File: src/rtl/drbg_guard_pkg.sv
package drbg_guard_pkg;

    parameter int MB_W   = 4;
    parameter int CODE_W = 4;
    parameter int CLEN_W = 4;
    parameter int GLEN_W = 13;
    parameter int HDR_W  = CODE_W + CLEN_W + MB_W + GLEN_W;

    parameter logic [MB_W-1:0] MB_TRUE  = 4'h6;
    parameter logic [MB_W-1:0] MB_FALSE = 4'h9;

    parameter logic [CODE_W-1:0] OP_INST   = 4'd1;
    parameter logic [CODE_W-1:0] OP_RESEED = 4'd2;
    parameter logic [CODE_W-1:0] OP_LAST   = 4'd5;

    parameter int NUM_CFG = 3;
    parameter int ST_FLAG = NUM_CFG;
    parameter int ST_CMD  = NUM_CFG + 1;
    parameter int ST_REP  = NUM_CFG + 2;
    parameter int STS_W   = NUM_CFG + 3;

    typedef struct packed {
        logic [GLEN_W-1:0] glen;
        logic [MB_W-1:0]   flag;
        logic [CLEN_W-1:0] clen;
        logic [CODE_W-1:0] code;
    } hdr_t;

endpackage

File: src/rtl/drbg_guard_mubi.sv
module drbg_guard_mubi
    import drbg_guard_pkg::*;
(
    input  logic [MB_W-1:0] val_i,
    output logic            bad_o
);
    always_comb begin
        bad_o = !((val_i == MB_TRUE) || (val_i == MB_FALSE));
    end
endmodule

File: src/rtl/drbg_guard_cmd.sv
module drbg_guard_cmd
    import drbg_guard_pkg::*;
(
    input  logic              vld_i,
    input  logic [CODE_W-1:0] code_i,
    input  logic [MB_W-1:0]   flag_i,
    output logic              bad_code_o,
    output logic              bad_flag_o
);
    logic flag_bad;
    logic seeds;

    drbg_guard_mubi u_flag (
        .val_i (flag_i),
        .bad_o (flag_bad)
    );

    always_comb begin
        seeds      = (code_i == OP_INST) || (code_i == OP_RESEED);
        bad_code_o = vld_i && ((code_i == '0) || (code_i > OP_LAST));
        bad_flag_o = vld_i && seeds && flag_bad;
    end
endmodule

File: src/rtl/drbg_guard_repeat.sv
module drbg_guard_repeat #(
    parameter int DATA_W = 32
) (
    input  logic              clk_i,
    input  logic              rst_ni,
    input  logic              vld_i,
    input  logic [DATA_W-1:0] data_i,
    output logic              hit_o
);
    typedef struct packed {
        logic [DATA_W-1:0] prev;
        logic              seen;
    } rep_t;

    rep_t rep_d, rep_q;

    always_comb begin
        rep_d = rep_q;
        hit_o = 1'b0;
        if (vld_i) begin
            hit_o      = rep_q.seen && (data_i == rep_q.prev);
            rep_d.prev = data_i;
            rep_d.seen = 1'b1;
        end
    end

    always_ff @(posedge clk_i or negedge rst_ni) begin
        if (!rst_ni) rep_q <= '0;
        else         rep_q <= rep_d;
    end
endmodule

File: src/rtl/drbg_cmd_guard.sv
module drbg_cmd_guard
    import drbg_guard_pkg::*;
#(
    parameter int DATA_W = 32
) (
    input  logic                    clk_i,
    input  logic                    rst_ni,
    input  logic                    cmd_vld_i,
    input  logic [HDR_W-1:0]        cmd_hdr_i,
    input  logic [NUM_CFG*MB_W-1:0] cfg_i,
    input  logic                    out_vld_i,
    input  logic [DATA_W-1:0]       out_data_i,
    input  logic                    sts_we_i,
    input  logic [STS_W-1:0]        sts_wdata_i,
    output logic [STS_W-1:0]        sts_o,
    output logic                    alert_o
);
    typedef struct packed {
        logic [STS_W-1:0] sts;
    } guard_t;

    guard_t g_d, g_q;
    hdr_t   hdr;
    logic [NUM_CFG-1:0] cfg_bad;
    logic [STS_W-1:0]   set_vec;
    logic bad_code, bad_flag, rep_hit;
    logic unused_hdr;

    assign hdr        = cmd_hdr_i;
    assign unused_hdr = ^{hdr.clen, hdr.glen};

    for (genvar k = 0; k < NUM_CFG; k++) begin : g_cfg
        drbg_guard_mubi u_mb (
            .val_i (cfg_i[k*MB_W +: MB_W]),
            .bad_o (cfg_bad[k])
        );
    end

    drbg_guard_cmd u_cmd (
        .vld_i      (cmd_vld_i),
        .code_i     (hdr.code),
        .flag_i     (hdr.flag),
        .bad_code_o (bad_code),
        .bad_flag_o (bad_flag)
    );

    drbg_guard_repeat #(.DATA_W(DATA_W)) u_rep (
        .clk_i  (clk_i),
        .rst_ni (rst_ni),
        .vld_i  (out_vld_i),
        .data_i (out_data_i),
        .hit_o  (rep_hit)
    );

    always_comb begin
        set_vec                = '0;
        set_vec[NUM_CFG-1:0]   = cfg_bad;
        set_vec[ST_FLAG]       = bad_flag;
        set_vec[ST_CMD]        = bad_code;
        set_vec[ST_REP]        = rep_hit;
        g_d = g_q;
        if (sts_we_i) g_d.sts = g_q.sts & sts_wdata_i;
        g_d.sts = g_d.sts | set_vec;
    end

    always_ff @(posedge clk_i or negedge rst_ni) begin
        if (!rst_ni) g_q <= '0;
        else         g_q <= g_d;
    end

    assign sts_o   = g_q.sts;
    assign alert_o = |g_q.sts;
endmodule

File: config.mk
export PLATFORM = sky130hd
export DESIGN_NAME = drbg_cmd_guard
export DESIGN_NICKNAME = d
export VERILOG_FILES = /design/src/rtl/drbg_guard_pkg.sv /design/src/rtl/drbg_guard_mubi.sv /design/src/rtl/drbg_guard_cmd.sv /design/src/rtl/drbg_guard_repeat.sv /design/src/rtl/drbg_cmd_guard.sv
export SDC_FILE = /design/constraint.sdc
export NUM_CORES = 1
export LEC_CHECK = 0
export CORE_ASPECT_RATIO = 1.5
export CORE_MARGIN = 3
export CORE_UTILIZATION = 25
export CTS_BUF_LIST = sky130_fd_sc_hd__clkbuf_8
export DETAILED_ROUTE_END_ITERATION = 7
export PLACE_DENSITY = 0.53
export SLEW_MARGIN = 15
export SYNTH_ARGS = -nofsm -noshare
export SYNTH_HDL_FRONTEND = slang
export SYNTH_SLANG_ARGS = --single-unit
File: constraint.sdc
create_clock -name clk_i -period 1.36 [get_ports clk_i]
set_input_delay 0.272 -clock clk_i [delete_from_list [all_inputs] [get_ports clk_i]]
set_output_delay 0.272 -clock clk_i [all_outputs]
set_load 0.02 [all_outputs]
# ---- After elaboration in Yosys (flattened, before gate mapping)
# Cells that the tools add are included.
dict set report classes {
  order_cmp 1
  n_eq_ne 11
  n_mux 2
  n_bitwise 2
  n_reduce_logical 16
}
# cell n
set ops {}
lappend ops {{$eq A32 B32 Y1} 1}
lappend ops {{$eq A4 B3 Y1 const B} 4}
lappend ops {{$eq A4 B4 Y1 const B} 4}
lappend ops {{$and A6 B6 Y6} 1}
lappend ops {{$logic_or A1 B1 Y1} 6}
lappend ops {{$mux W6} 1}
lappend ops {{$or A6 B6 Y6} 1}
lappend ops {{$reduce_or A6 Y1} 1}
lappend ops {{$eq A4 B1 Y1 const B} 1}
lappend ops {{$eq A4 B2 Y1 const B} 1}
lappend ops {{$gt A4 B3 Y1 const B} 1}
lappend ops {{$logic_and A1 B1 Y1} 4}
lappend ops {{$logic_not A1 Y1} 4}
lappend ops {{$logic_not A4 Y1} 1}
lappend ops {{$mux W1} 1}
dict set report totals {
  reg_bits 39
  input_bits 80
  out_inout_bits 7
}

# ---- Depth between registers and ports, before layout
# Gate-level depths: netlist of the first run.
dict set report depth {
  ltp_word 5
  mapped_depth 4
}

# ---- By module
# Synthesis of the first run repeated with hierarchy kept, for this count alone.
dict set report unflattened {
  hier_cells 153
  area_unflattened_um2 1975.6
}
# mod instances cells_each area_per_inst_um2 seq_area_each_um2
set by_module_without_submodules {}
lappend by_module_without_submodules {drbg_guard_repeat 1 114 1576.5 825.8}
lappend by_module_without_submodules {drbg_cmd_guard 1 21 246.5 150.1}
lappend by_module_without_submodules {drbg_guard_mubi 4 3 28.8 0.0}
lappend by_module_without_submodules {drbg_guard_cmd 1 6 37.5 0.0}

# ---- Worst setup path after synthesis of the first run
# Ideal clock, no wire load.
dict set report synth_path {
  kind {register to register}
  start {reg u_rep.rep_q[4] in the netlist's numbering}
  end {reg g_q, in the netlist sts_o[5]}
  setup_ps 92
  arrival_time_ps 1285
  t_required_ps 1268
  slack_ps -17
  stages_incl_launch_ff 5
  n_path_buf 0
  period_less_slack_ps 1377
  path_cell_list {dfrtp_1 > xnor2_1 > nand4_1 > or4_1 > o31ai_2}
}
# element line
set synth_lines {}
lappend synth_lines {{from (decl)} drbg_guard_repeat.sv:15} ;# rep_t rep_d, rep_q;
lappend synth_lines {{from (signal assigned)} drbg_guard_repeat.sv:29} ;# else rep_q <= rep_d;
lappend synth_lines {{to (signal assigned)} drbg_cmd_guard.sv:68} ;# else g_q <= g_d;
lappend synth_lines {{to (decl)} drbg_cmd_guard.sv:22} ;# guard_t g_d, g_q;

==> out/metrics.cfg, run 1 <==
[power_and_ir_drop]
swShare = 0.243
p_leak_nw = 1.14
ir_worst_vdd_v = 0.000504
clock_power_share = 0.311
p_per_area_nw_per_um2 = 952
p_int_mw = 2.08
net-switching-power_mw = 0.669
power_mw = 2.75
seqPwrFrac = 0.483
p_comb_frac = 0.206

[setup_path]
worstSetupStartpoint = out_data_i[11]
startpoint_type = input pin
critPathSlowestCell = or4_4
cp.depth = 5
cp-endpoint = sts_o[5]$_DFF_PN0_
crit_required_ns = 1.56
critPathKind = input pin to flip-flop
r2r_cells = 4
worst-path-buf-inv = 1
worstPathCellList = clkdlybuf4s50_1, xnor2_1, nand3_1, or4_4, o31ai_2
rr_endpoint = sts_o[5]$_DFF_PN0_
path_max_fanout = 2
cpLargestDelayFamily = simple AND/OR/NAND/NOR gates
critPathMaxStageDelay_ns = 0.52
rrSetupSlack_ns = -0.10
crit_path_end_kind = flip-flop
r2r-start = u_rep.rep_q[14]$_DFFE_PN0P_
worstPathArrival_ns = 1.69

[detailed_routing]
firstDrtPassIters = 2
drt_iter0_drc = 24
avgViaCountPerCell = 4.24
ant_nets = 0
dr_total_vias = 1409
routedWlPerCell_microns = 13.4
routed_wl_microns = 4460
drc = 0

[final_layout]
instances_no_fill = 332
nNetsFinal = 311
synthToLayoutAreaGrowth_pct = 50.5
layout-drive-gt1-share = 0.246
antenna-diode-count = 0
finalInstanceArea_sq_um = 2890
fin_util = 0.392

[outcome]
status = finished, violations left
violations = setup timing

[sta]
setup_slack_ns = -0.128
grt_setup_unrepaired = yes
finalHoldViolCount = 0
setup_violations = 2
tightest_slew_ns = 0.332
slew_violations = 0
period_share = 1.09
maxSlewHeadroom = 0.776
finClkSkew_ns = 0.00673
period_needed_ns = 1.49
timing.hold.ws_ns = 0.382
max_freq_ghz = 0.672

[yosys]
synthFlopType = dfrtp_1
ys_seq_area_frac = 0.508
yosys_warnings = 0
syn_inst = 148
synth-edff-count = 0
synth_seq_cells = 39
yosysTopAreaCell = dfrtp_1
synth_top_area_frac = 0.508
async_flop_share = 1.00
netlist_top_cells_area = dfrtp_1 51%, mux2_2 17%, xnor2_1 7.8%, xor2_1 7.3%, nor4bb_1 4.2%
synth_area_per_cell_sq_um = 13.0
synthesis.area_sq_um = 1920
synth_most_common_cell = dfrtp_1
synth_commonest_cells = 39 x dfrtp_1, 29 x mux2_2, 17 x xnor2_1
yosysUniqueCellTypes = 22
syn-num-nets = 228

[cts]
cts_tree = yes
cts.clk_slew.worst_paths_ns = 0.08
insertion_delay_ns = 0.28
htree_levels = 2
cts_sinks = 39
cts_inserted_buffers = 5
clock_path_buffers = 2
clockRootBuffer = clkbuf_8

[global_route]
antenna_found_initial = 0
grt_max_degree = 40
grt_pass1_wl_microns = 7310
grt_overflow_total = 0
grt_usage = 0.106
grt_pass1_vias = 1556

[placement]
numPortBuffers = 69
gp_congestion = 0.798
dp_cells = 323
dpl-instance-area_sq_um = 2790
hpwlAfterDp_microns = 3450

[worst_hold_path]
holdCritStartpoint = out_data_i[3]
hold_path.class = input pin to flip-flop

[floorplanning]
start_util = 0.261
coreArea_sq_um = 7370
row_count = 38
die_w_microns = 77.6
die_h_microns = 113
dieArea_sq_um = 8790
ioPinCount = 87

[run]
drv_cap = 0

-- power by group through the flow --
stage	clock (mW)	sequential (mW)	combinational, mW
2_1_floorplan	0	1.35	0.260
3_3_place_gp	0	1.35	0.575
3_5_place_dp	0	1.35	0.579
4_1_cts	0.897	1.33	0.574
5_1_grt	0.961	1.34	0.626
6_report	0.856	1.33	0.566
-- worst min-delay path by stage --
stage | to | slack (ns) | depth (start not counted)
floorplan | sts_o[0]$_DFF_PN0_ | -0.02 | 0
global placement | u_rep.rep_q[16]$_DFFE_PN0P_ | 0.26 | 2
detailed placement | u_rep.rep_q[16]$_DFFE_PN0P_ | 0.27 | 2
CTS | u_rep.rep_q[4]$_DFFE_PN0P_ | 0.37 | 2
global route | u_rep.rep_q[4]$_DFFE_PN0P_ | 0.38 | 2
finish | u_rep.rep_q[4]$_DFFE_PN0P_ | 0.38 | 2
-- sequential cells by signal (all words and copies together) (netlist names) --
register / flops
u_rep.rep_q: 33
sts_o: 6
-- layout make-up --
class                           instances  area [sq um]
Clock buffer                            7          96.3
Clock inverter                          1          3.75
Fill cell                             734          4480
Inverter                                1          3.75
Multi-Input combinational cell        104           933
Sequential cell                        39           976
Tap cell                              100           125
Timing Repair Buffer                   80           752
-- timing repair --
item                                   4_1_cts  5_1_grt
setup buffers                                0        0
endpoints found under the hold margin       39        0
gates resized for setup                     23        6
hold buffers                                 1        0
setup endpoints to repair                    8        6
pin swaps                                    7        0
-- layout by cell type, fill, tap and decap left out, drive strengths merged, types with 4 or more instances in the layout --
master          n
buf            15
clkbuf          7
clkdlybuf4s50  55
dfrtp          39
dlygate4sd2     9
mux2           32
nand4           4
nor4            5
nor4bb          8
o21ai           9
xnor2          17
xor2           16
-- logic make-up (layout without fill, tap and decap cells) --
| logic type | after synthesis | in the layout | share of synthesized area |
|---|---|---|---|
| xor+xnor | 33 | 33 | 0.150 |
| compound gates | 13 | 13 | 0.0404 |
| flops | 39 | 39 | 0.508 |
| simple gates | 26 | 26 | 0.0964 |
| buf+inv | 5 | 89 | 0.0169 |
| mux | 32 | 32 | 0.188 |
-- worst reg2reg max path: stages (launching register included) --
cell     delay (ns)
dfrtp_1        0.39
xnor2_1        0.16
nand4_1        0.12
or4_4          0.54
o31ai_2        0.17
-- routing by layer --
| layer | routed length, microns | share of wire | global-route usage |
|---|---|---|---|
| met1 | 1670 | 0.37 | 0.111 |
| met2 | 2540 | 0.57 | 0.197 |
| met3 | 217 | 0.049 | 0.0366 |
| met4 | 32 | 0.0072 | 0.0321 |
| met5 | 0 | 0 | 0 |
-- metrics by stage --
step / setup WS, ns / TNS [ns]
3_3_place_gp: -0.507 / -6.75
6_report: -0.128 / -0.224
5_1_grt: -0.187 / -0.359
2_1_floorplan: 0.00113 / 0
4_1_cts: -0.135 / -0.250
3_5_place_dp: -0.524 / -7.12
No activity file was read; power rests on OpenSTA's default activity.
==> run 2: changes to the inputs <==
--- a/config.mk
+++ b/config.mk
@@ -7,10 +7,10 @@
 export LEC_CHECK = 0
 export CORE_ASPECT_RATIO = 1.5
 export CORE_MARGIN = 3
-export CORE_UTILIZATION = 25
+export CORE_UTILIZATION = 39
 export CTS_BUF_LIST = sky130_fd_sc_hd__clkbuf_8
 export DETAILED_ROUTE_END_ITERATION = 7
-export PLACE_DENSITY = 0.53
+export PLACE_DENSITY = 0.77
 export SLEW_MARGIN = 15
 export SYNTH_ARGS = -nofsm -noshare
 export SYNTH_HDL_FRONTEND = slang
==> out/metrics.cfg, run 2 (same netlist as run 1, synthesis figures left out) <==
[setup_path]
critPathMaxStageDelay_ns = 0.39  ; was 0.52 ns
worstPathArrival_ns = 1.18  ; was 1.69 ns
critPathSlowestCell = dfrtp_1  ; was or4_4
cpLargestDelayFamily = flip-flops  ; was simple AND/OR/NAND/NOR gates
crit_path_end_kind = primary output  ; was flip-flop
crit_required_ns = 1.09  ; was 1.56 ns
worstPathCellList = nor4_2, nand2_1, buf_6  ; was clkdlybuf4s50_1, xnor2_1, nand3_1, or4_4, o31ai_2
path_max_fanout = 2  ; unchanged
startpoint_type = flip-flop  ; was input pin
r2r_cells = 4  ; unchanged
critPathKind = flip-flop to primary output  ; was input pin to flip-flop
cp.depth = 3  ; was 5
worst-path-buf-inv = 1  ; unchanged

[final_layout]
layout-drive-gt1-share = 0.267  ; was 0.246
nNetsFinal = 312  ; was 311
fillers = 431  ; was 734
largest_register = u_rep.rep_q  ; unchanged
final_common_cell = clkdlybuf4s50_1  ; unchanged
synthToLayoutAreaGrowth_pct = 48.3  ; was 50.5%
final_cell_mix = 49 x clkdlybuf4s50_1, 39 x dfrtp_1, 29 x mux2_2, 17 x xnor2_1, 16 x xor2_1  ; was 55 x clkdlybuf4s50_1, 39 x dfrtp_1, 29 x mux2_2, 17 x xnor2_1, 16 x xor2_1
fin_util = 0.612  ; was 0.392
largest_reg_flops = 33  ; unchanged
antenna-diode-count = 0  ; unchanged

[sta]
period_share = 1.07  ; was 1.09
period_needed_ns = 1.45  ; was 1.49 ns
max_freq_ghz = 0.690  ; was 0.672 GHz
slew_violations = 0  ; unchanged
tightest_slew_ns = 0.300  ; was 0.332 ns
setup_violations = 2  ; unchanged
finalHoldViolCount = 0  ; unchanged
setup_slack_ns = -0.0893  ; was -0.128 ns
finClkSkew_ns = 0.00630  ; was 0.00673 ns
grt_setup_unrepaired = yes  ; unchanged
maxSlewHeadroom = 0.797  ; was 0.776

[global_route]
grt_usage = 0.152  ; was 0.106
grt_max_degree = 40  ; unchanged
grt_pass1_vias = 1505  ; was 1556
antenna_found_initial = 0  ; unchanged
grt_use_met1 = 0.162  ; was 0.111
top_usage_layer = met2  ; unchanged
grt_util_met2 = 0.276  ; was 0.197
grt_pass1_wl_microns = 6840  ; was 7310 microns
grt_overflow_total = 0  ; unchanged
grtUsageMet3 = 0.0417  ; was 0.0366

[cts]
cts.clk_slew.worst_paths_ns = 0.07  ; was 0.08 ns
clockRootBuffer = clkbuf_8  ; unchanged
insertion_delay_ns = 0.28  ; about the same
htree_levels = 2  ; unchanged
cts_sinks = 39  ; unchanged
clock_path_buffers = 2  ; unchanged
cts_inserted_buffers = 5  ; unchanged
cts_tree = yes  ; unchanged

[placement]
numPortBuffers = 69  ; unchanged
gp_congestion = 0.658  ; was 0.798
hpwlAfterDp_microns = 3200  ; was 3450 microns

[floorplanning]
ioPinCount = 87  ; unchanged
row_count = 30  ; was 38
start_util = 0.413  ; was 0.261
die_w_microns = 63.3  ; was 77.6 microns
die_h_microns = 91.9  ; was 113 microns
dieArea_sq_um = 5820  ; was 8790 sq um
coreArea_sq_um = 4650  ; was 7370 sq um

[worst_hold_path]
whs_path_depth = 2  ; unchanged
hold_path.class = input pin to flip-flop  ; unchanged

[detailed_routing]
drt_iter0_drc = 31  ; was 24
avgViaCountPerCell = 4.94  ; was 4.24
ant_nets = 0  ; unchanged
drc = 0  ; unchanged
routed_wl_microns = 4090  ; was 4460 microns
firstDrtPassIters = 2  ; unchanged
dr_total_vias = 1463  ; was 1409
routedWlPerCell_microns = 13.8  ; was 13.4 microns

[power_and_ir_drop]
p_per_area_nw_per_um2 = 932  ; was 952 nW/um^2
ir_worst_vdd_v = 0.000614  ; was 0.000504 V
p_leak_nw = 1.18  ; was 1.14 nW
power_mw = 2.66  ; was 2.75 mW

[outcome]
violations = setup timing  ; unchanged
status = finished, violations left  ; unchanged

[run]
drv_cap = 0  ; unchanged

## run 2: cell types whose count changed in the layout (fill, tap and decap cells not counted), moves of 3 or more
cell | before | now
clkdlybuf4s50_1 | 55 | 49
clkbuf_2 | 0 | 5
dlymetal6s2s_1 | 0 | 4
buf_2 | 5 | 2
## run 2: area by class of cell
| cell class | instances | area, sq um | share of cell area |
|---|---|---|---|
| Clock buffer | 6 | 82.6 | 0.0290 |
| Multi-Input combinational cell | 104 | 940 | 0.330 |
| Tap cell | 64 | 80.1 | 0.0281 |
| Timing Repair Buffer | 81 | 762 | 0.267 |
| Sequential cell | 39 | 976 | 0.343 |
| Inverter | 1 | 3.75 | 0.00132 |
| Clock inverter | 1 | 5.00 | 0.00176 |
## run 2: final timing paths
check	start	end	slack, ns
max	sts_o[1]$_DFF_PN0_	alert_o	-0.09
min	out_data_i[11]	u_rep.rep_q[12]$_DFFE_PN0P_	0.38
max reg2reg	u_rep.rep_q[4]$_DFFE_PN0P_	sts_o[5]$_DFF_PN0_	-0.08
min reg2reg	u_rep.rep_q[0]$_DFFE_PN0P_	u_rep.rep_q[0]$_DFFE_PN0P_	0.48
max in group asynchronous	rst_ni	u_rep.rep_q[26]$_DFFE_PN0P_	0.68
min in group asynchronous	rst_ni	u_rep.rep_q[19]$_DFFE_PN0P_	0.47
## run 2: per-stage QoR
step           area, sq um  setup TNS [ns]  hold slack [ns]  std cells  worst slack, ns
2_1_floorplan         1920               0          -0.0236        148          0.00113
3_3_place_gp          2750           -6.06            0.257        288           -0.473
3_5_place_dp          2750           -5.91            0.258        288           -0.495
4_1_cts               2840          -0.195            0.377        296           -0.101
5_1_grt               2850          -0.338            0.393        296           -0.175
6_report              2850          -0.173            0.384        296          -0.0893
## run 2: power by group
group          internal [mW]  switching, mW
logic                  0.360          0.205
clock network          0.397          0.364
registers               1.26         0.0655
total                   2.02          0.634
## run 2: per-layer routing
layer  part of all wire  up-vias
li1                   -      706
met1               0.38      706
met2               0.54       46
met3              0.064        5
met4              0.018        0
met5                  0        -
## run 2: what timing repair did
action | 4_1_cts | 5_1_grt
hold buffers | 1 | 0
endpoints found under the hold margin | 39 | 0
setup endpoints to repair | 8 | 9
setup buffers | 0 | 0
pin swaps | 10 | 5
gates resized for setup | 26 | 16
